File: config.mk
export PLATFORM = sky130hd
export DESIGN_NAME = doorbell_pair
export DESIGN_NICKNAME = d
export VERILOG_FILES = /design/src/rtl/doorbell_pkg.sv /design/src/rtl/doorbell_lane.sv /design/src/rtl/doorbell_side_port.sv /design/src/rtl/doorbell_pair.sv
export SDC_FILE = /design/constraint.sdc
export NUM_CORES = 1
export LEC_CHECK = 0
export ABC_AREA = 0
export BUFFER_PORTS_ARGS = -buffer_cell sky130_fd_sc_hd__buf_2
export CAP_MARGIN = 5
export CORE_MARGIN = 4
export CORE_UTILIZATION = 40
export DETAILED_ROUTE_END_ITERATION = 10
export PLACE_DENSITY_LB_ADDON = 0.05
export SYNTH_ARGS = -nofsm -noshare
export SYNTH_HDL_FRONTEND = slang
export SYNTH_SLANG_ARGS = --single-unit
File: constraint.sdc
create_clock -name clk -period 2.81 [get_ports clk]
set_input_delay 0.281 -clock clk [delete_from_list [all_inputs] [get_ports clk]]
set_output_delay 0.281 -clock clk [all_outputs]
set_load 0.02 [all_outputs]
File: src/rtl/doorbell_pkg.sv
package doorbell_pkg;
  localparam int unsigned ADDR_W = 2;

  localparam logic [ADDR_W-1:0] REG_MSG     = 2'd0;
  localparam logic [ADDR_W-1:0] REG_IN_STAT = 2'd1;
  localparam logic [ADDR_W-1:0] REG_IN_MASK = 2'd2;
  localparam logic [ADDR_W-1:0] REG_OUT_ST  = 2'd3;

  localparam int unsigned STAT_PEND_BIT = 0;
  localparam int unsigned STAT_OVR_BIT  = 1;
  localparam int unsigned MASK_BIT      = 0;

  localparam int unsigned NUM_SIDES = 2;
endpackage

File: src/rtl/doorbell_lane.sv
module doorbell_lane #(
  parameter int unsigned DW = 32
) (
  input  logic          clk,
  input  logic          rst_n,
  input  logic          post_i,
  input  logic [DW-1:0] post_data_i,
  input  logic          clr_pend_i,
  input  logic          clr_ovr_i,
  input  logic          mask_we_i,
  input  logic          mask_val_i,
  output logic [DW-1:0] data_o,
  output logic          pend_o,
  output logic          ovr_o,
  output logic          mask_o,
  output logic          irq_o
);
  logic [DW-1:0] data_q;
  logic          pend_q, ovr_q, mask_q, irq_q;

  always_ff @(posedge clk) begin
    if (!rst_n) begin
      data_q <= '0;
      pend_q <= 1'b0;
      ovr_q  <= 1'b0;
      mask_q <= 1'b1;
      irq_q  <= 1'b0;
    end else begin
      if (post_i) data_q <= post_data_i;
      if (post_i)          pend_q <= 1'b1;
      else if (clr_pend_i) pend_q <= 1'b0;
      if (post_i && pend_q) ovr_q <= 1'b1;
      else if (clr_ovr_i)   ovr_q <= 1'b0;
      if (mask_we_i) mask_q <= mask_val_i;
      irq_q <= pend_q & ~mask_q;
    end
  end

  assign data_o = data_q;
  assign pend_o = pend_q;
  assign ovr_o  = ovr_q;
  assign mask_o = mask_q;
  assign irq_o  = irq_q;

  AST_POST_SETS_PEND: assert property (@(posedge clk) disable iff (!rst_n)
    post_i |=> (pend_q && data_q == $past(post_data_i)));
  AST_OVERRUN_FLAG: assert property (@(posedge clk) disable iff (!rst_n)
    (post_i && pend_q) |=> ovr_q);
  AST_CLEAR_PEND: assert property (@(posedge clk) disable iff (!rst_n)
    (clr_pend_i && !post_i) |=> !pend_q);
  AST_POST_BEATS_CLEAR: assert property (@(posedge clk) disable iff (!rst_n)
    (clr_pend_i && post_i) |=> pend_q);
  AST_MASKED_QUIET: assert property (@(posedge clk) disable iff (!rst_n)
    mask_q |=> !irq_q);
  AST_IRQ_FOLLOWS: assert property (@(posedge clk) disable iff (!rst_n)
    (pend_q && !mask_q) |=> irq_q);
endmodule

File: src/rtl/doorbell_side_port.sv
module doorbell_side_port
  import doorbell_pkg::*;
#(
  parameter int unsigned DW = 32
) (
  input  logic              wr_i,
  input  logic              rd_i,
  input  logic [ADDR_W-1:0] addr_i,
  input  logic [DW-1:0]     wdata_i,
  input  logic [DW-1:0]     in_data_i,
  input  logic              in_pend_i,
  input  logic              in_ovr_i,
  input  logic              in_mask_i,
  input  logic              out_pend_i,
  output logic              post_o,
  output logic              clr_pend_o,
  output logic              clr_ovr_o,
  output logic              mask_we_o,
  output logic              mask_val_o,
  output logic [DW-1:0]     rdata_o
);
  always_comb begin
    post_o     = wr_i && (addr_i == REG_MSG);
    clr_pend_o = wr_i && (addr_i == REG_IN_STAT) && wdata_i[STAT_PEND_BIT];
    clr_ovr_o  = wr_i && (addr_i == REG_IN_STAT) && wdata_i[STAT_OVR_BIT];
    mask_we_o  = wr_i && (addr_i == REG_IN_MASK);
    mask_val_o = wdata_i[MASK_BIT];
  end

  always_comb begin
    rdata_o = '0;
    if (rd_i) begin
      unique case (addr_i)
        REG_MSG:     rdata_o = in_data_i;
        REG_IN_STAT: begin
          rdata_o[STAT_PEND_BIT] = in_pend_i;
          rdata_o[STAT_OVR_BIT]  = in_ovr_i;
        end
        REG_IN_MASK: rdata_o[MASK_BIT] = in_mask_i;
        REG_OUT_ST:  rdata_o[STAT_PEND_BIT] = out_pend_i;
        default:     rdata_o = '0;
      endcase
    end
  end
endmodule

File: src/rtl/doorbell_pair.sv
module doorbell_pair
  import doorbell_pkg::*;
#(
  parameter int unsigned DW = 32
) (
  input  logic              clk,
  input  logic              rst_n,
  input  logic              host_wr,
  input  logic              host_rd,
  input  logic [ADDR_W-1:0] host_addr,
  input  logic [DW-1:0]     host_wdata,
  output logic [DW-1:0]     host_rdata,
  input  logic              proc_wr,
  input  logic              proc_rd,
  input  logic [ADDR_W-1:0] proc_addr,
  input  logic [DW-1:0]     proc_wdata,
  output logic [DW-1:0]     proc_rdata,
  output logic              host_irq,
  output logic              proc_irq
);
  // Side 0 = host, side 1 = processor. Lane s carries words posted by side s.
  logic              wr_a     [NUM_SIDES];
  logic              rd_a     [NUM_SIDES];
  logic [ADDR_W-1:0] addr_a   [NUM_SIDES];
  logic [DW-1:0]     wdata_a  [NUM_SIDES];
  logic [DW-1:0]     rdata_a  [NUM_SIDES];
  logic              post_a   [NUM_SIDES];
  logic              clrp_a   [NUM_SIDES];
  logic              clro_a   [NUM_SIDES];
  logic              mwe_a    [NUM_SIDES];
  logic              mval_a   [NUM_SIDES];
  logic [DW-1:0]     ldata_a  [NUM_SIDES];
  logic              lpend_a  [NUM_SIDES];
  logic              lovr_a   [NUM_SIDES];
  logic              lmask_a  [NUM_SIDES];
  logic              lirq_a   [NUM_SIDES];

  assign wr_a[0]    = host_wr;
  assign rd_a[0]    = host_rd;
  assign addr_a[0]  = host_addr;
  assign wdata_a[0] = host_wdata;
  assign wr_a[1]    = proc_wr;
  assign rd_a[1]    = proc_rd;
  assign addr_a[1]  = proc_addr;
  assign wdata_a[1] = proc_wdata;

  assign host_rdata = rdata_a[0];
  assign proc_rdata = rdata_a[1];
  assign proc_irq   = lirq_a[0];
  assign host_irq   = lirq_a[1];

  for (genvar s = 0; s < NUM_SIDES; s++) begin : g_side
    localparam int unsigned PEER = NUM_SIDES - 1 - s;

    doorbell_side_port #(.DW(DW)) port_i (
      .wr_i       (wr_a[s]),
      .rd_i       (rd_a[s]),
      .addr_i     (addr_a[s]),
      .wdata_i    (wdata_a[s]),
      .in_data_i  (ldata_a[PEER]),
      .in_pend_i  (lpend_a[PEER]),
      .in_ovr_i   (lovr_a[PEER]),
      .in_mask_i  (lmask_a[PEER]),
      .out_pend_i (lpend_a[s]),
      .post_o     (post_a[s]),
      .clr_pend_o (clrp_a[s]),
      .clr_ovr_o  (clro_a[s]),
      .mask_we_o  (mwe_a[s]),
      .mask_val_o (mval_a[s]),
      .rdata_o    (rdata_a[s])
    );

    doorbell_lane #(.DW(DW)) lane_i (
      .clk         (clk),
      .rst_n       (rst_n),
      .post_i      (post_a[s]),
      .post_data_i (wdata_a[s]),
      .clr_pend_i  (clrp_a[PEER]),
      .clr_ovr_i   (clro_a[PEER]),
      .mask_we_i   (mwe_a[PEER]),
      .mask_val_i  (mval_a[PEER]),
      .data_o      (ldata_a[s]),
      .pend_o      (lpend_a[s]),
      .ovr_o       (lovr_a[s]),
      .mask_o      (lmask_a[s]),
      .irq_o       (lirq_a[s])
    );
  end

  AST_RESET_IRQ_LOW: assert property (@(posedge clk)
    !rst_n |=> (!host_irq && !proc_irq));
  AST_HOST_POST_PEND: assert property (@(posedge clk) disable iff (!rst_n)
    (host_wr && host_addr == REG_MSG) |=> lpend_a[0]);
  AST_PROC_POST_PEND: assert property (@(posedge clk) disable iff (!rst_n)
    (proc_wr && proc_addr == REG_MSG) |=> lpend_a[1]);
endmodule

Word level (Yosys, flattened, before mapping). Index checks and enable logic that the tools add are counted.

Latch bits: 0. Bits in read-only memories: 0. Bits in writable memories: 0. Memories: 0. Output and inout port bits: 66. Bits in registers: 72. Input port bits: 74. Word-level logic and storage cells: 54.

Equality and inequality tests: 6. Reductions and logical operators: 18. Add/sub/neg operators: 0. Shift-type cells: 0. $mul: 0. Bitwise operators: 4. Mux-type cells: 16. Div/mod/pow operators: 0. $lt $le $gt $ge: 0.

Operator list (count): 32-bit two-way mux (2); 30-bit two-way mux (2); 1-bit logical AND (12); 2-bit == test, second input constant (4); 1-bit two-way mux (8); 1-bit case mux with 4 select lines (2); 2-bit nonzero test (4); 2-bit by 1-bit == test with 1-bit output, second input constant (2); 2-bit logical NOT (2); 1-bit case mux with 2 select lines (2); 1-bit AND (2); 1-bit NOT (2).

Longest topological paths before layout. Gate-level depths: netlist of run 1.

Word-level depth: 5. Gate-level depth with buffers: 5.

Hierarchy. From an unflattened synthesis of run 1, not the netlist that was laid out.

Cells, all modules: 320. Area total of the unflattened synthesis: 3365.7 µm².

By module, submodules not included: doorbell_lane (seq. area each 720.7 µm², area each 1377.6 µm², cells each 116, instances 2); doorbell_side_port (seq. area each 0.0 µm², area each 305.3 µm², cells each 44, instances 2).

Worst setup path after synthesis of run 1. No wires, ideal clock.

Path kind: input-to-output. From: input host_addr[0]. To: output host_rdata[0]. Required time: 2529 ps. Arrival: 1087 ps. Cell stages on the path: 3. Setup slack: 1442 ps. Cells stage by stage: buf_6 -> mux4_2 -> and2_1.

Cells in the longest elaborated chain, start to end: 3. Elaborated cells on any way between the ends: 6. Classes of those cells: eq/ne: 3; mux: 2; reduce/logical: 1.

RTL lines: start, declared (RTL line doorbell_pair.sv:10) `input logic [ADDR_W-1:0] host_addr,`; 2-bit == test (tied with other cells) (RTL line doorbell_side_port.sv:33) `unique case (addr_i)`; 1-bit case mux with 4 select lines * (RTL line doorbell_side_port.sv:33); 32-bit two-way mux * (RTL line doorbell_side_port.sv:32) `if (rd_i) begin`; end, declared (RTL line doorbell_pair.sv:12) `output logic [DW-1:0] host_rdata,`.

Mark *: on every way between the ends. The rest lies on a longest branch, timed or not.

Final worst setup path of run 1.
From: register g_side[1].lane_i.pend_q. To: output proc_rdata[0].

Cells in the longest elaborated chain, start to end: 2.

RTL lines: start, declared (RTL line doorbell_lane.sv:19) `logic pend_q, ovr_q, mask_q, irq_q;`; start signal, assigned (RTL line doorbell_lane.sv:24) `pend_q <= 1'b0;`; start signal, assigned (RTL line doorbell_lane.sv:30) `if (post_i) pend_q <= 1'b1;`; start signal, assigned (RTL line doorbell_lane.sv:31) `else if (clr_pend_i) pend_q <= 1'b0;`; 1-bit case mux with 4 select lines (RTL line doorbell_side_port.sv:33); 32-bit two-way mux (RTL line doorbell_side_port.sv:32); end, declared (RTL line doorbell_pair.sv:17) `output logic [DW-1:0] proc_rdata,`.

No other way between the ends.

==> results.sh, run 1 <==
export IMPL_outcome="finished clean"
export IMPL_io_buffers=139
export IMPL_clkTransAtPathRegs_ns=0.08
export IMPL_grt_max_degree=46
export IMPL_synthDistinctLibCells=20
export IMPL_grt_first_pass_wirelength_mm=12.9
export IMPL_rrSetupSlack_ns=2.00
export IMPL_setup_violations=0
export IMPL_cap_violations=0
export IMPL_rsz0062_at_grt="false"
export IMPL_dieArea_um2=10200
export IMPL_drc=0
export IMPL_die_h_um=101
export IMPL_fp_row_count=33
export IMPL_cts_resized=0
export IMPL_layout_drive_gt1_share_pct=32.8
export IMPL_setup_tns_ns=0
export IMPL_grt_overflow_total=0
export IMPL_fmax_mhz=562
export IMPL_finalCriticalPeriod_ns=1.78
export IMPL_crit_chain="mux4_2 > and2_1 > buf_2"
export IMPL_max_stage_delay_ns=0.48
export IMPL_grt_pass1_vias=2828
export IMPL_io_pins=140
export IMPL_die_w_um=101
export IMPL_vias_per_cell=4.63
export IMPL_clockBufferDepth=2
export IMPL_min_delay_path_class="in2reg"
export IMPL_initialDrtViolationCount=55
export IMPL_track_usage_pct=15.9
export IMPL_worst_path_max_delay_cell="mux4_2"
export IMPL_fin_nets=588
export IMPL_layout_setup_ws_ns=1.03
export IMPL_synth_area_um2=3470
export IMPL_leakagePower_nw=2.04
export IMPL_endpoint_kind="primary output"
export IMPL_htreeDepth=3
export IMPL_placedCellCount=608
export IMPL_tightestPinTransition_ns=0.758
export IMPL_diodes=0
export IMPL_clock_sinks=72
export IMPL_skew_ns=0.00611
export IMPL_crit_fanout=3
export IMPL_cts_tree="yes"
export IMPL_avgSynthCellArea_um2=8.98
export IMPL_coreArea_um2=8340
export IMPL_required_ns=2.53
export IMPL_num_vias=2890
export IMPL_dpl_hpwl_mm=5.66
export IMPL_final_cells=624
export IMPL_slew_headroom_pct=49.4
export IMPL_cp_data_arrival_time_ns=1.50
export IMPL_post_cts_setup_buffers=0
export IMPL_ir_worst_vdd_v=0.000253
export IMPL_cts_root_buffer="clkbuf_8"
export IMPL_report_final_slew_viol_count=0
export IMPL_start_util_pct=41.6
export IMPL_syn_nets=461
export IMPL_wl_per_cell_um=12.7
export IMPL_ys_seq_elements=72
export IMPL_drtAntennaViolNets=0
export IMPL_cts_buffers=9
export IMPL_dpl_cell_area_um2=4140
export IMPL_min_period_over_period_pct=63.4
export IMPL_synth_cells=387
export IMPL_path_delay_family="multiplexers"
export IMPL_finalInstanceArea_um2=4350
export IMPL_post_place_ws_ns=0.924
export IMPL_power_density_nw_per_um2=490
export IMPL_crit_type="reg2out"
export IMPL_hold_buffers=0
export IMPL_antenna_found_initial=0
export IMPL_place_congestion=0.675
export IMPL_crit_buf_inv=1
export IMPL_yosysWarnings=0
export IMPL_final_core_util_pct=52.1
export IMPL_startpoint_type="register"
export IMPL_syn2layout_area_growth_pct=25.1
export IMPL_hold_violations=0
export IMPL_insertion_delay_ns=0.34
export IMPL_yosysSeqAreaShare_pct=41.5
export IMPL_drt_total_wl_mm=7.91
export IMPL_dr_pass1_iters=4
-- routing by layer --
metal | GRT usage [%] | part of all wire [%]
met5 | 0 | 0
met4 | 5.52 | 1.2
met3 | 6.34 | 9.5
met2 | 25.1 | 46
met1 | 19.7 | 44
-- final timing paths --
| kind | startpoint | to | cells after the start |
|---|---|---|---|
| setup / recovery | g_side[1].lane_i.pend_o$_SDFFE_PN0P_ | proc_rdata[0] | 3 |
| hold / removal | host_wdata[10] | g_side[0].lane_i.data_o[10]$_SDFFE_PN0P_ | 3 |
| hold reg to reg | g_side[1].lane_i.data_o[8]$_SDFFE_PN0P_ | g_side[1].lane_i.data_o[8]$_SDFFE_PN0P_ | 2 |
| setup reg to reg | g_side[0].lane_i.pend_o$_SDFFE_PN0P_ | g_side[0].lane_i.ovr_o$_SDFFE_PN0P_ | 2 |
-- cell usage in the layout (no fill, tap or decap), types with 5 or more instances in the layout --
cell / count
mux2i_1: 67
buf_2: 138
clkbuf_8: 11
and2_1: 66
nand4b_1: 5
nand2_1: 128
dfxtp_1: 72
buf_4: 9
-- kinds of logic (layout without fill, tap and decap cells) --
logic type | count (synthesis) | after routing | share of synthesized area [%]
AOI/OAI and AO/OA | 5 | 5 | 1.30
and+or+nand+nor | 209 | 209 | 29.7
buffers and inverters | 32 | 164 | 6.88
muxes | 69 | 69 | 20.6
DFF | 72 | 72 | 41.5
-- cell usage after synthesis, drive strengths merged --
cell type,n,area [µm²]
buf,15,175
and2,66,413
nand4b,5,43.8
nor3b,6,65.1
nand3b,1,7.51
a32o,2,20.0
nor2b,2,12.5
dfxtp,72,1440
a22o,2,17.5
o211ai,1,7.51
mux2i,67,671
and3b,1,10.0
mux4,2,45.0
nand2,128,480
clkbuf,16,60.1
inv,1,3.75
-- cell type report --
class / instances / area, µm²
Tap cell: 105 / 131
Fill cell: 854 / 3990
Clock buffer: 11 / 151
Clock inverter: 5 / 55.1
Sequential cell: 72 / 1440
Timing Repair Buffer: 147 / 758
Inverter: 1 / 3.75
Multi-Input combinational cell: 283 / 1810
-- worst register-to-register path, delay by kind of cell, from the launching register on --
kind	cells	cell delay [ns]
and+or+nand+nor	1	0.17
DFF	1	0.35
AOI/OAI and AO/OA	1	0.19
-- registers in the layout, indices dropped and copies added, names as in the netlist --
register              cells
g_side.lane_i.pend_o      2
g_side.lane_i.ovr_o       2
g_side.lane_i.irq_o       2
g_side.lane_i.mask_o      2
g_side.lane_i.data_o     64
-- power by group --
group          switching (W)  internal, W
Combinational       0.000119     0.000103
Sequential         0.0000157      0.00106
Clock               0.000383     0.000455
Total               0.000518      0.00161
-- stage by stage --
| stage | hold slack, ns | power, W |
|---|---|---|
| floorplan | 0.423 | 0.00124 |
| global placement | 0.437 | 0.00132 |
| detailed placement | 0.444 | 0.00132 |
| CTS | 0.158 | 0.00217 |
| global route | 0.161 | 0.00225 |
| finish | 0.174 | 0.00213 |
(Power assumes the default switching activity.)
==> run 2, diff against run 1 <==
clock period = 1.8 ns   (was 2.81 ns; I/O delays follow)
==> run 2 against run 1 <==
Effect of this change: sequential cell count stayed put; sequential power is 56% higher; sequential share of layout area is 0.25 points lower; highest routed layer unchanged.
==> results.sh, run 2 (synthesis gave the netlist of run 1 again) <==
export IMPL_place_congestion=0.709
export IMPL_cts_buffers=9
export IMPL_seqPwrFrac_pct=51.2
export IMPL_layout_setup_ws_ns=0.143
export IMPL_drtAntennaViolNets=0
export IMPL_dieArea_um2=10200
export IMPL_crit_type="reg2out"
export IMPL_comb_power_share_pct=10.9
export IMPL_slew_headroom_pct=66.8
export IMPL_insertion_delay_ns=0.33
export IMPL_required_ns=1.62
export IMPL_power_density_nw_per_um2=746
export IMPL_grt_overflow_total=0
export IMPL_setup_violations=0
export IMPL_p_sw_w=0.000812
export IMPL_syn2layout_area_growth_pct=26.1
export IMPL_vias_per_cell=4.55
export IMPL_hold_violations=0
export IMPL_io_pins=140
export IMPL_rsz0062_at_grt="false"
export IMPL_ir_worst_vdd_v=0.000527
export IMPL_setup_tns_ns=0
export IMPL_grt_max_degree=49
export IMPL_cp_data_arrival_time_ns=1.48
export IMPL_clock_sinks=72
export IMPL_clockBufferDepth=2
export IMPL_antenna_found_initial=0
export IMPL_clkTransAtPathRegs_ns=0.08
export IMPL_skew_ns=0.00508
export IMPL_final_common_cell="buf_2"
export IMPL_wl_per_cell_um=12.2
export IMPL_drt_total_wl_mm=7.61
export IMPL_cap_violations=0
export IMPL_intPower_w=0.00246
export IMPL_sw_frac_of_total_pct=24.8
export IMPL_tightestPinTransition_ns=0.498
export IMPL_min_delay_path_class="in2reg"
export IMPL_dpl_cell_area_um2=4180
export IMPL_dpl_hpwl_mm=5.39
export IMPL_die_h_um=101
export IMPL_cts_root_buffer="clkbuf_8"
export IMPL_crit_fanout=4
export IMPL_hold_buffers=0
export IMPL_cts_resized=0
export IMPL_leakagePower_nw=2.05
export IMPL_report_final_slew_viol_count=0
export IMPL_min_period_over_period_pct=92.0
export IMPL_largest_register_ffs=64
export IMPL_cts_tree="yes"
export IMPL_post_cts_setup_buffers=0
export IMPL_start_util_pct=41.6
export IMPL_drc=0
export IMPL_fmax_mhz=604
export IMPL_htreeDepth=3
export IMPL_io_buffers=139
export IMPL_die_w_um=101
export IMPL_whs_ns=0.0775
export IMPL_num_vias=2836
export IMPL_track_usage_pct=15.4
export IMPL_endpoint_kind="primary output"
export IMPL_finalInstanceArea_um2=4380
export IMPL_outcome="finished clean"
export IMPL_fill_cells=834
export IMPL_fin_nets=587
export IMPL_diodes=0
export IMPL_initialDrtViolationCount=52
export IMPL_startpoint_type="register"
export IMPL_finalCriticalPeriod_ns=1.66
export IMPL_fp_row_count=33
export IMPL_coreArea_um2=8340
export IMPL_layout_common_cells="138 x buf_2, 128 x nand2_1, 72 x dfxtp_1"
export IMPL_layout_drive_gt1_share_pct=32.6
export IMPL_grt_first_pass_wirelength_mm=12.8
export IMPL_p_clk_share_pct=38.0
export IMPL_post_place_ws_ns=0.386
export IMPL_grt_pass1_vias=2883
export IMPL_dr_pass1_iters=4
## run 2: changes by cell type in the layout (fill, tap and decap cells not counted)
cell	change
buf_4	-5
clkbuf_8	-2
buf_12	+4
clkinv_4	+2
## run 2: critical path: stages (launching register included)
cell	delay, ns
dfxtp_1	0.35
mux4_2	0.48
and2_1	0.16
buf_2	0.16
## run 2: per-layer routing
layer	global-route usage (%)	part of all wire [%]	vias to the layer above
li1	-	-	1492
met1	18.5	44	1246
met2	25.8	46	89
met3	6.40	9.1	9
met4	3.78	1.2	0
met5	0	0	-
## run 2: stage by stage
stage	utilization (%)	power [W]	std cells
after floorplan	-	0.00194	387
after global placement	50.1	0.00206	607
after detailed placement	50.1	0.00207	607
after CTS	52.5	0.00333	623
after global routing	52.5	0.00345	623
final	52.5	0.00327	623
## run 2: layout make-up
class	count	area, µm²	share of cell area [%]
multi-input combinational	283	1810	41.2
sequential	72	1440	32.9
timing repair buffer	146	801	18.3
tap	105	131	3.00
clock buffer	9	124	2.83
clock inverter	7	72.6	1.66
inverter	1	3.75	0.0857
## run 2: power groups by stage
stage	Combinational, W	Sequential (W)	Clock (W)
2_1_floorplan	0.000237	0.00170	0
3_3_place_gp	0.000355	0.00171	0
5_1_grt	0.000401	0.00168	0.00137
6_report	0.000355	0.00167	0.00124
4_1_cts	0.000363	0.00167	0.00130
3_5_place_dp	0.000362	0.00171	0
## run 2: worst paths after layout
check | from | endpoint | slack [ns] | cells after the start
max | g_side[0].lane_i.pend_o$_SDFFE_PN0P_ | host_rdata[0] | 0.14 | 3
min | host_wdata[5] | g_side[0].lane_i.data_o[5]$_SDFFE_PN0P_ | 0.08 | 3
max reg2reg | g_side[0].lane_i.pend_o$_SDFFE_PN0P_ | g_side[0].lane_i.ovr_o$_SDFFE_PN0P_ | 0.99 | 2
min reg2reg | g_side[1].lane_i.data_o[12]$_SDFFE_PN0P_ | g_side[1].lane_i.data_o[12]$_SDFFE_PN0P_ | 0.45 | 2
==> run 3, diff against run 2 <==
GPL_TIMING_DRIVEN = 0   (was not set)
==> run 3 against run 2 <==
Effect of this change: global-route usage up 1.4 points; die area unchanged; clock-buffer cell count up 4; hold slack better by 0.0047 ns; critical path type unchanged.
==> results.sh, run 3 (synthesis gave the netlist of run 1 again) <==
export IMPL_rr_endpoint="g_side[0].lane_i.ovr_o$_SDFFE_PN0P_"
export IMPL_crit_fanout=4
export IMPL_whs_ns=0.0821
export IMPL_cap_violations=0
export IMPL_fp_row_count=33
export IMPL_cp_data_arrival_time_ns=1.49
export IMPL_grt_max_degree=11
export IMPL_endpoint_kind="primary output"
export IMPL_cts_root_buffer="clkbuf_8"
export IMPL_post_cts_setup_buffers=0
export IMPL_clockBufferDepth=2
export IMPL_track_usage_pct=16.9
export IMPL_setup_tns_ns=0
export IMPL_drtAntennaViolNets=0
export IMPL_min_period_over_period_pct=92.6
export IMPL_drt_total_wl_mm=8.49
export IMPL_grt_overflow_total=0
export IMPL_dpl_hpwl_mm=6.37
export IMPL_fin_nets=608
export IMPL_cts_buffers=9
export IMPL_worstHoldStart="host_wdata[23]"
export IMPL_wl_per_cell_um=13.2
export IMPL_leakagePower_nw=2.08
export IMPL_final_common_cell="buf_2"
export IMPL_outcome="finished clean"
export IMPL_startpoint_type="register"
export IMPL_die_h_um=101
export IMPL_num_vias=2929
export IMPL_cp_endpoint="host_rdata[0]"
export IMPL_initialDrtViolationCount=52
export IMPL_diodes=0
export IMPL_crit_type="reg2out"
export IMPL_layout_common_cells="141 x buf_2, 128 x nand2_1, 72 x dfxtp_1"
export IMPL_io_buffers=136
export IMPL_slew_headroom_pct=68.3
export IMPL_hold_buffers=0
export IMPL_syn2layout_area_growth_pct=28.5
export IMPL_skew_ns=0.00266
export IMPL_vias_per_cell=4.57
export IMPL_cts_resized=0
export IMPL_layout_drive_gt1_share_pct=31.9
export IMPL_hold_violations=0
export IMPL_ir_worst_vdd_v=0.000380
export IMPL_clkTransAtPathRegs_ns=0.08
export IMPL_io_pins=140
export IMPL_die_w_um=101
export IMPL_coreArea_um2=8340
export IMPL_tightestPinTransition_ns=0.476
export IMPL_grt_pass1_vias=3062
export IMPL_grt_first_pass_wirelength_mm=13.9
export IMPL_drc=0
export IMPL_required_ns=1.62
export IMPL_finalCriticalPeriod_ns=1.67
export IMPL_start_util_pct=41.6
export IMPL_dr_pass1_iters=6
export IMPL_r2r_start="g_side[0].lane_i.pend_o$_SDFFE_PN0P_"
export IMPL_fill_cells=849
export IMPL_power_density_nw_per_um2=724
export IMPL_fmax_mhz=600
export IMPL_report_final_slew_viol_count=0
export IMPL_setup_violations=0
export IMPL_multiInputGateArea_um2=1790
export IMPL_dieArea_um2=10200
export IMPL_rsz0062_at_grt="false"
export IMPL_ff2ff_path_depth=2
export IMPL_htreeDepth=3
export IMPL_cts_tree="yes"
export IMPL_min_delay_path_class="in2reg"
export IMPL_place_congestion=0.733
export IMPL_rrSetupSlack_ns=1.00
export IMPL_insertion_delay_ns=0.33
export IMPL_largest_register_ffs=64
export IMPL_seqCellArea_um2=1440
export IMPL_crit_path_start="g_side[0].lane_i.pend_o$_SDFFE_PN0P_"
export IMPL_antenna_found_initial=0
export IMPL_p_total_w=0.00323
export IMPL_clock_sinks=72
-- run 3: cell count changes in the layout (fill, tap and decap cells not counted), sizes merged --
cell | previous run | this run
buf | 146 | 151
bufinv | 1 | 0
clkbuf | 9 | 29
clkinv | 4 | 0
clkinvlp | 2 | 0
-- run 3: area by class of cell --
| class | instances | share of cell area, % |
|---|---|---|
| Inverter | 1 | 0.0841 |
| Tap cell | 105 | 2.94 |
| Multi-Input combinational cell | 283 | 40.2 |
| Buffer | 31 | 5.27 |
| Clock buffer | 13 | 4.01 |
| Timing Repair Buffer | 136 | 15.2 |
| Sequential cell | 72 | 32.3 |
-- run 3: worst min path at each step --
stage                                               endpoint  depth (start not counted)
finish              g_side[0].lane_i.data_o[23]$_SDFFE_PN0P_                          3
global route         g_side[1].lane_i.data_o[7]$_SDFFE_PN0P_                          3
CTS                 g_side[0].lane_i.data_o[28]$_SDFFE_PN0P_                          3
detailed placement   g_side[1].lane_i.data_o[7]$_SDFFE_PN0P_                          3
global placement     g_side[0].lane_i.data_o[9]$_SDFFE_PN0P_                          3
floorplan            g_side[0].lane_i.data_o[0]$_SDFFE_PN0P_                          2
-- run 3: through the flow --
stage	area, µm²	utilization (%)	setup slack [ns]	cells
after floorplan	3470	-	0.634	387
after global placement	4290	51.4	0.290	628
after detailed placement	4290	51.4	0.296	628
after CTS	4460	53.5	0.124	641
after global routing	4460	53.5	0.0809	641
final	4460	53.5	0.133	641
-- run 3: worst max-delay path, cell delays in order (launching register included) --
cell and delay (ns):
dfxtp_1 0.34, mux4_2 0.48, and2_1 0.17, buf_2 0.16
-- run 3: report_power, final --
group | total, W | leakage, nW | internal (W) | switching [W]
combinational | 0.000379 | 1.41 | 0.000180 | 0.000199
sequential | 0.00167 | 0.585 | 0.00165 | 0.0000239
clock | 0.00118 | 0.0935 | 0.000630 | 0.000552
total | 0.00323 | 2.08 | 0.00246 | 0.000775
-- run 3: routing by layer --
layer / wire length (µm) / part of all wire, % / GRT usage [%] / up-vias
li1: - / - / - / 1532
met1: 3750 / 44 / 21.5 / 1297
met2: 3890 / 46 / 27.2 / 91
met3: 753 / 8.9 / 5.37 / 9
met4: 97 / 1.1 / 5.52 / 0
met5: 0 / 0 / 0 / -
